$ cat config.mk
export PLATFORM = sky130hd
export DESIGN_NAME = mcu_bus_glue
export DESIGN_NICKNAME = d
export VERILOG_FILES = /design/src/rtl/mcu_bus_glue_pkg.sv /design/src/rtl/mcu_bus_glue_decode.sv /design/src/rtl/mcu_bus_glue_rdfx.sv /design/src/rtl/mcu_bus_glue_lcdfeed.sv /design/src/rtl/mcu_bus_glue.sv
export SDC_FILE = /design/constraint.sdc
export NUM_CORES = 1
export LEC_CHECK = 0
export ABC_AREA = 1
export ABC_CLOCK_PERIOD_IN_PS = 1400
export BUFFER_PORTS_ARGS = -buffer_cell sky130_fd_sc_hd__buf_2
export CAP_MARGIN = 20
export CORE_MARGIN = 2
export CORE_UTILIZATION = 36
export DETAILED_ROUTE_END_ITERATION = 10
export PLACE_DENSITY = 0.85
export SLEW_MARGIN = 20
export SYNTH_ARGS = -nofsm -noshare
export SYNTH_HDL_FRONTEND = slang
export SYNTH_SLANG_ARGS = --single-unit
$ cat constraint.sdc
create_clock -name clk_i -period 1.4 [get_ports clk_i]
set_clock_uncertainty 0.15 [all_clocks]
set_input_delay 0.21 -clock clk_i [delete_from_list [all_inputs] [get_ports clk_i]]
set_output_delay 0.21 -clock clk_i [all_outputs]
set_load 0.01 [all_outputs]
$ cat src/rtl/mcu_bus_glue_pkg.sv
package mcu_bus_glue_pkg;
  localparam int ADDR_W = 16;
  localparam int DATA_W = 8;
  localparam int NUM_LCD = 3;
  localparam int LCD_BIT_STRIDE = 2;
  localparam int KEY_ROW_W = 6;

  localparam logic [ADDR_W-1:0] MAIN_LO    = 16'h0000;
  localparam logic [ADDR_W-1:0] MAIN_HI    = 16'h3FFF;
  localparam logic [ADDR_W-1:0] KEY_LO     = 16'h4000;
  localparam logic [ADDR_W-1:0] KEY_HI     = 16'h407F;
  localparam logic [ADDR_W-1:0] SCR_LO     = 16'h5000;
  localparam logic [ADDR_W-1:0] SCR_HI     = 16'h50FF;
  localparam logic [ADDR_W-1:0] ROM_LO     = 16'h8000;
  localparam logic [ADDR_W-1:0] ROM_HI     = 16'hFFFF;
  localparam logic [ADDR_W-1:0] LCD_ADDR   = 16'h4400;
  localparam logic [ADDR_W-1:0] SPK_ADDR   = 16'h4800;
  localparam logic [ADDR_W-1:0] IRQC_ADDR  = 16'h4C00;

  typedef enum logic [2:0] {
    RSEL_ONES    = 3'd0,
    RSEL_MAIN    = 3'd1,
    RSEL_SCRATCH = 3'd2,
    RSEL_ROM     = 3'd3,
    RSEL_KEYS    = 3'd4
  } rd_sel_e;

  function automatic logic in_range(input logic [ADDR_W-1:0] a,
                                    input logic [ADDR_W-1:0] lo,
                                    input logic [ADDR_W-1:0] hi);
    return (a >= lo) && (a <= hi);
  endfunction
endpackage

$ cat src/rtl/mcu_bus_glue_decode.sv
module mcu_bus_glue_decode
  import mcu_bus_glue_pkg::*;
(
  input  logic [ADDR_W-1:0]    addr_i,
  output logic                 main_ram_cs_o,
  output logic                 scratch_cs_o,
  output logic                 rom_cs_o,
  output logic                 key_cs_o,
  output logic [KEY_ROW_W-1:0] key_row_o,
  output logic                 cfg_sel_o,
  output rd_sel_e              rd_sel_o,
  output logic                 hit_lcd_o,
  output logic                 hit_spk_o,
  output logic                 hit_irqc_o
);
  localparam int CFG_BIT = KEY_ROW_W;

  always_comb begin
    main_ram_cs_o = in_range(addr_i, MAIN_LO, MAIN_HI);
    scratch_cs_o  = in_range(addr_i, SCR_LO, SCR_HI);
    rom_cs_o      = in_range(addr_i, ROM_LO, ROM_HI);
    key_cs_o      = in_range(addr_i, KEY_LO, KEY_HI);
    hit_lcd_o     = (addr_i == LCD_ADDR);
    hit_spk_o     = (addr_i == SPK_ADDR);
    hit_irqc_o    = (addr_i == IRQC_ADDR);
    key_row_o     = key_cs_o ? addr_i[KEY_ROW_W-1:0] : '0;
    cfg_sel_o     = key_cs_o & ~addr_i[CFG_BIT];
  end

  always_comb begin
    rd_sel_o = RSEL_ONES;
    if (main_ram_cs_o)     rd_sel_o = RSEL_MAIN;
    else if (scratch_cs_o) rd_sel_o = RSEL_SCRATCH;
    else if (rom_cs_o)     rd_sel_o = RSEL_ROM;
    else if (key_cs_o)     rd_sel_o = RSEL_KEYS;
  end

  always_comb begin
    AST_CS_ONEHOT: assert ($onehot0({main_ram_cs_o, scratch_cs_o, rom_cs_o, key_cs_o}));
    AST_STROBE_NO_CS: assert (!((hit_lcd_o | hit_spk_o | hit_irqc_o) &&
                                (main_ram_cs_o | scratch_cs_o | rom_cs_o | key_cs_o)));
  end
endmodule

$ cat src/rtl/mcu_bus_glue_rdfx.sv
module mcu_bus_glue_rdfx (
  input  logic clk_i,
  input  logic rst_ni,
  input  logic rd_i,
  input  logic hit_spk_i,
  input  logic hit_irqc_i,
  output logic spk_o,
  output logic irq_clr_o
);
  logic rd_q;
  logic rd_start;

  assign rd_start = rd_i & ~rd_q;

  always_ff @(posedge clk_i or negedge rst_ni) begin
    if (!rst_ni) begin
      rd_q      <= 1'b0;
      spk_o     <= 1'b0;
      irq_clr_o <= 1'b0;
    end else begin
      rd_q      <= rd_i;
      irq_clr_o <= rd_start & hit_irqc_i;
      if (rd_start && hit_spk_i) spk_o <= ~spk_o;
    end
  end

  // speaker only moves when a read cycle began on its address
  AST_SPK_ONLY_ON_READ: assert property (@(posedge clk_i) disable iff (!rst_ni)
    (spk_o != $past(spk_o)) |-> ($past(rd_i) && $past(hit_spk_i)));
  AST_IRQC_ONE_CYCLE: assert property (@(posedge clk_i) disable iff (!rst_ni)
    irq_clr_o |=> !irq_clr_o);
  AST_IRQC_AFTER_READ: assert property (@(posedge clk_i) disable iff (!rst_ni)
    irq_clr_o |-> ($past(rd_i) && $past(hit_irqc_i)));
endmodule

$ cat src/rtl/mcu_bus_glue_lcdfeed.sv
module mcu_bus_glue_lcdfeed #(
  parameter int NUM_LCD = 3,
  parameter int DATA_W = 8,
  parameter int STRIDE = 2
) (
  input  logic               clk_i,
  input  logic               rst_ni,
  input  logic               wr_i,
  input  logic               hit_i,
  input  logic [DATA_W-1:0]  wdata_i,
  output logic [NUM_LCD-1:0] sdata_o,
  output logic               sclk_o
);
  localparam int TOP_BIT = STRIDE * (NUM_LCD - 1);

  logic wr_q;
  logic load;
  logic arm_q;
  logic [NUM_LCD-1:0] pick;

  assign load = wr_i & ~wr_q & hit_i;

  for (genvar g = 0; g < NUM_LCD; g++) begin : g_pick
    assign pick[g] = wdata_i[STRIDE*g];
  end

  always_ff @(posedge clk_i or negedge rst_ni) begin
    if (!rst_ni) begin
      wr_q    <= 1'b0;
      arm_q   <= 1'b0;
      sclk_o  <= 1'b0;
      sdata_o <= '0;
    end else begin
      wr_q   <= wr_i;
      arm_q  <= load;
      sclk_o <= arm_q;
      if (load) sdata_o <= pick;
    end
  end

  initial begin
    AST_LCD_BITS_FIT: assert (TOP_BIT < DATA_W);
  end

  AST_SCLK_ONE_CYCLE: assert property (@(posedge clk_i) disable iff (!rst_ni)
    sclk_o |=> !sclk_o);
  AST_SCLK_DATA_STABLE: assert property (@(posedge clk_i) disable iff (!rst_ni)
    sclk_o |-> $stable(sdata_o));
  AST_DATA_ONLY_ON_WRITE: assert property (@(posedge clk_i) disable iff (!rst_ni)
    !$stable(sdata_o) |-> ($past(wr_i) && $past(hit_i)));
endmodule

$ cat src/rtl/mcu_bus_glue.sv
module mcu_bus_glue
  import mcu_bus_glue_pkg::*;
(
  input  logic        clk_i,
  input  logic        rst_ni,
  input  logic [15:0] addr_i,
  input  logic [7:0]  wdata_i,
  input  logic        rd_i,
  input  logic        wr_i,
  output logic        main_ram_cs_o,
  output logic        scratch_cs_o,
  output logic        rom_cs_o,
  output logic        key_cs_o,
  output logic [5:0]  key_row_o,
  output logic        cfg_sel_o,
  output logic [2:0]  rd_sel_o,
  output logic        spk_o,
  output logic [2:0]  lcd_data_o,
  output logic        lcd_clk_o,
  output logic        irq_clr_o
);
  rd_sel_e rd_sel;
  logic hit_lcd, hit_spk, hit_irqc;

  mcu_bus_glue_decode u_decode (
    .addr_i        (addr_i),
    .main_ram_cs_o (main_ram_cs_o),
    .scratch_cs_o  (scratch_cs_o),
    .rom_cs_o      (rom_cs_o),
    .key_cs_o      (key_cs_o),
    .key_row_o     (key_row_o),
    .cfg_sel_o     (cfg_sel_o),
    .rd_sel_o      (rd_sel),
    .hit_lcd_o     (hit_lcd),
    .hit_spk_o     (hit_spk),
    .hit_irqc_o    (hit_irqc)
  );

  assign rd_sel_o = rd_sel;

  mcu_bus_glue_rdfx u_rdfx (
    .clk_i      (clk_i),
    .rst_ni     (rst_ni),
    .rd_i       (rd_i),
    .hit_spk_i  (hit_spk),
    .hit_irqc_i (hit_irqc),
    .spk_o      (spk_o),
    .irq_clr_o  (irq_clr_o)
  );

  mcu_bus_glue_lcdfeed #(
    .NUM_LCD (NUM_LCD),
    .DATA_W  (DATA_W),
    .STRIDE  (LCD_BIT_STRIDE)
  ) u_lcdfeed (
    .clk_i   (clk_i),
    .rst_ni  (rst_ni),
    .wr_i    (wr_i),
    .hit_i   (hit_lcd),
    .wdata_i (wdata_i),
    .sdata_o (lcd_data_o),
    .sclk_o  (lcd_clk_o)
  );

  AST_UNMAPPED_ONES: assert property (@(posedge clk_i) disable iff (!rst_ni)
    !(main_ram_cs_o | scratch_cs_o | rom_cs_o | key_cs_o) |-> (rd_sel_o == 3'd0));
  AST_KEY_OUTS_IDLE: assert property (@(posedge clk_i) disable iff (!rst_ni)
    !key_cs_o |-> (key_row_o == 6'd0 && !cfg_sel_o));
endmodule

# After elaboration in Yosys (flattened, before gate mapping)
# Index checks and enable logic that the tools add are counted.
totals:
  regBits: 9
  out_inout_bits: 20
classes:
  magnitude_cmp: 8
  n_eq_ne: 3
  n_mux: 5
  bitwise_logic: 9
  reduce_logical: 5
ops:
  columns: ["op", "count"]
  rows:
  - ["== test 16 x 15 -> 1 bit, second input constant", 3]
  - ["greater-or-equal comparator 16 x 15 -> 1 bit, second input constant", 2]
  - ["<= comparator 16 x 15 -> 1 bit, second input constant", 2]
  - ["greater-or-equal comparator 16 x 1 -> 1 bit, second input constant", 1]
  - ["greater-or-equal comparator 16 bit, second input constant", 1]
  - ["<= comparator 16 x 14 -> 1 bit, second input constant", 1]
  - ["<= comparator 16 bit, second input constant", 1]
  - ["2-to-1 mux 3 bit", 4]
  - ["2-to-1 mux 6 bit", 1]
  - ["AND 1 bit", 5]
  - ["logical AND 1 bit", 5]
  - ["inverter 1 bit", 4]

# Depth between registers and ports, before layout
depth:
  ltp_word: 6
  ltp_mapped: 7
  depth_no_buf: 7

# Cells and area by module
# A second synthesis with hierarchy kept.
hier_totals:
  hier_cells: 73
  hier_area_um2: 543.0
by_module_without_submodules:
  columns: ["module", "n_inst", "cells_each", "area_each_um2", "seq_area_each_um2"]
  rows:
  - ["mcu_bus_glue_decode", 1, 45, 225.2, 0.0]
  - ["mcu_bus_glue_lcdfeed", 1, 18, 209.0, 150.1]
  - ["mcu_bus_glue_rdfx", 1, 10, 108.9, 75.1]

# Least setup slack after synthesis
# Ideal clock, no wire load.
synth_timing:
  path_type: "in2out"
  from: "input addr_i[8]"
  to: "output cfg_sel_o"
  t_arrival_ps: 936
  required_time_ps: 1040
  path_slack_ps: 104
  stages: 5
  path_buffers: 0
  path_cell_list: "nor2_2 nand3_1 nor3_4 inv_2 nor2_2"
synth_between:
  elab_chain_cells: 3
synth_lines:
  columns: ["element", "line", "source"]
  rows:
  - ["start, declared", "mcu_bus_glue.sv:6", "input logic [15:0] addr_i,"]
  - ["greater-or-equal comparator 16 x 15 -> 1 bit or <= comparator 16 x 15 -> 1 bit (tied branches)", "mcu_bus_glue_pkg.sv:31", "return (a >= lo) && (a <= hi);"]
  - ["logical AND 1 bit (*)", "mcu_bus_glue_pkg.sv:31", null]
  - ["net key_cs_o", "mcu_bus_glue.sv:13", "output logic key_cs_o,"]
  - ["AND 1 bit (*)", "mcu_bus_glue_decode.sv:27", "cfg_sel_o = key_cs_o & ~addr_i[CFG_BIT];"]
  - ["end, declared", "mcu_bus_glue.sv:15", "output logic cfg_sel_o,"]
# Mark *: on every way through the listed nets, which the timed path passes. The rest lies on a longest branch.

# Worst setup path after layout
layout_timing:
  from: "input addr_i[15]"
  to: "output key_row_o[5]"
layout_between:
  elab_chain_cells: 3
layout_lines:
  columns: ["element", "line", "source"]
  rows:
  - ["greater-or-equal comparator 16 x 15 -> 1 bit or <= comparator 16 x 15 -> 1 bit (tied branches)", "mcu_bus_glue_pkg.sv:31", null]
  - ["logical AND 1 bit (*)", "mcu_bus_glue_pkg.sv:31", null]
  - ["2-to-1 mux 6 bit (*)", "mcu_bus_glue_decode.sv:26", "key_row_o = key_cs_o ? addr_i[KEY_ROW_W-1:0] : '0;"]
  - ["end, declared", "mcu_bus_glue.sv:14", "output logic [5:0] key_row_o,"]
# Every way passes the cells marked *; elsewhere a longest branch is shown, timed or not.

==> impl_metrics.ini <==
[sta]
rsz0062_at_grt = true
fin_crit_ns = 1.42
hold-worst-slack_ns = 0.0671
hold_viol = 0
setup_viol = 4
tightest_slew_ns = 0.291
finalSetupTns_ns = -0.0381
relSlewSlack_pct = 80.5
fmax_ghz = 0.704
post-route-period-util_pct = 102
worst_slack_ns = -0.0211
drv_slew = 0

[logic_synthesis]
synth_cell_type_count = 16
synth_fp_nets = 101
yosysWarningCount = 0
synthCells = 73
synth_top_area_share_pct = 40.4
ys_seq_area_share_pct = 40.4
synth_top_area_cell = dfrtp_1
syn_area_um2 = 558
ys_seq_elements = 9
ys_top_cells_by_area = dfrtp_1 (40%), nor2_2 (10%), nand2_1 (9.4%), inv_1 (8.1%), nor2_1 (6.7%)
postSynthAreaPerCell_um2 = 7.64

[hold_path]
hold_path_depth = 3
hold_class = in2reg

[clock_tree]
insertion_delay_ns = 0.26
cts_buffer_depth = 2
cts.htree.levels = 1
cts_tree = yes
clkTransAtPathRegs_ns = 0.06
cts.sinks = 9
cts_inserted_buffers = 3
clockRootBuffer = clkbuf_4

[drt]
first_pass_iters = 4
first_iter_violations = 7
wirelength_um = 1450
drc = 0
via_count = 645
antenna_left = 0
wire_per_inst_um = 10.0
via_per_inst = 4.45

[critical_path]
crit_family = simple AND/OR/NAND/NOR gates
cp.arrival_ns = 1.06
path_depth = 7
end_kind = primary output
critPathMaxStageDelay_ns = 0.21
worstSetupPathType = in2out
worst_path_max_delay_cell = nor3_4
worstPathMaxFanout = 7
rr_worst_depth = 4
cp_num_buf_inv = 3
crit_path_cell_trace = buf_8, nor2_4, nand2_4, nor3_4, inv_4, nor2_2, buf_2
crit_required_ns = 1.04
worst_setup_path_start_kind = input pin

[global_route]
overflow = 0
grt_max_degree = 10
grt_pass1_wl_um = 2290
grt_pass1_vias = 612
antenna_found_initial = 0
groute.usage.overall_pct = 16.8

[floorplan]
fp-row-count = 14
io_pins = 48
dieArea_um2 = 1880
die_h_um = 43.4
die_x_um = 43.4
core_area_um2 = 1470
start_util_pct = 37.9

[power_and_ir_drop]
p_leak_nw = 0.558
powerDensity_nw_per_um2 = 615
power_mw = 0.591
ir_drop_uv = 305

[placed_design]
portBuffers = 42
pre_cts_ws_ns = -0.0982
post_dp_cell_area_um2 = 822
gp_congestion = 0.731
dpl.hpwl_um = 1190

[finish]
layout_common_cells = buf_2 (38), nand2_1 (14), inv_1 (12)
multi_input_area_um2 = 299
n_antenna_cell = 0
final_common_cell = buf_2
seq_area_um2 = 225
area_growth_pct = 72.2
nFillCells = 130
nets = 158
layout-drive-gt1-share_pct = 55.8
design_area_um2 = 961

[run_status]
status = finished with violations
violations = negative setup slack

[flow_run]
max_cap_violations = 0
[cell families (layout without fill, tap and decap cells)]
logic type    Yosys count  after routing  synth area share, %
simple gates           49             49                 49.6
buf+inv                15             71                 10.1
flops                   9              9                 40.4
[Yosys cell counts (all sizes together)]
cell type  number
nand2          15
nor2           22
inv            14
clkbuf          1
nor3            2
nand3b          1
nand4           4
or2             1
nand3           4
dfrtp           9
[power breakdown]
part,leakage (nW),internal [mW],switching (mW)
registers,0.121,0.263,0.000803
clock network,0.0150,0.110,0.0906
logic,0.422,0.0667,0.0600
total,0.558,0.439,0.151
[metal layers]
metal	vias to the layer above	global-route usage, %	wire length [um]
li1	331	-	-
met1	287	16.9	538
met2	25	30.4	809
met3	2	5.42	87
met4	0	9.09	14
met5	-	0	0
[worst register-to-register path, cell delays in order (launching register included)]
cell and delay (ns):
dfrtp_1 0.36, nor2_1 0.25, nand3_2 0.15, nand2_1 0.08, nand2_1 0.05
[final timing paths]
path	start	end	slack (ns)
min in group asynchronous	rst_ni	u_lcdfeed.sclk_o$_DFF_PN0_	0.17
worst max-delay path	addr_i[15]	key_row_o[5]	-0.02
worst min-delay path	wdata_i[4]	u_lcdfeed.sdata_o[2]$_DFFE_PN0P_	0.07
max in group asynchronous	rst_ni	u_rdfx.rd_q$_DFF_PN0_	0.75
worst min register to register	u_lcdfeed.arm_q$_DFF_PN0_	u_lcdfeed.sclk_o$_DFF_PN0_	0.22
worst max register to register	u_lcdfeed.wr_q$_DFF_PN0_	u_lcdfeed.sdata_o[2]$_DFFE_PN0P_	0.26
[final cells by class]
| type | count | area share, % |
|---|---|---|
| inverter | 14 | 5.99 |
| sequential | 9 | 23.4 |
| clock buffer | 4 | 2.73 |
| multi-input combinational | 49 | 31.1 |
| tap | 16 | 2.08 |
| timing repair buffer | 53 | 34.6 |
[state kept, by name, indices dropped and copies added (netlist names)]
| register | cells |
|---|---|
| u_lcdfeed.arm_q | 1 |
| u_rdfx.rd_q | 1 |
| u_lcdfeed.sclk_o | 1 |
| u_rdfx.spk_o | 1 |
| u_lcdfeed.sdata_o | 3 |
| u_lcdfeed.wr_q | 1 |
| u_rdfx.irq_clr_o | 1 |
[what timing repair did]
item	4_1_cts	5_1_grt
cloned	0	0
pin swaps	3	6
buffers inserted	1	2
gates resized for setup	10	4
hold endpoints to repair	11	0
setup endpoints to repair	9	7
hold buffers	3	0
[per-stage QoR]
step	util (%)	instances
2_1_floorplan	-	73
3_3_place_gp	55.9	135
3_5_place_dp	55.9	135
4_1_cts	63.2	143
5_1_grt	65.3	145
6_report	65.3	145
(Power assumes the default switching activity.)
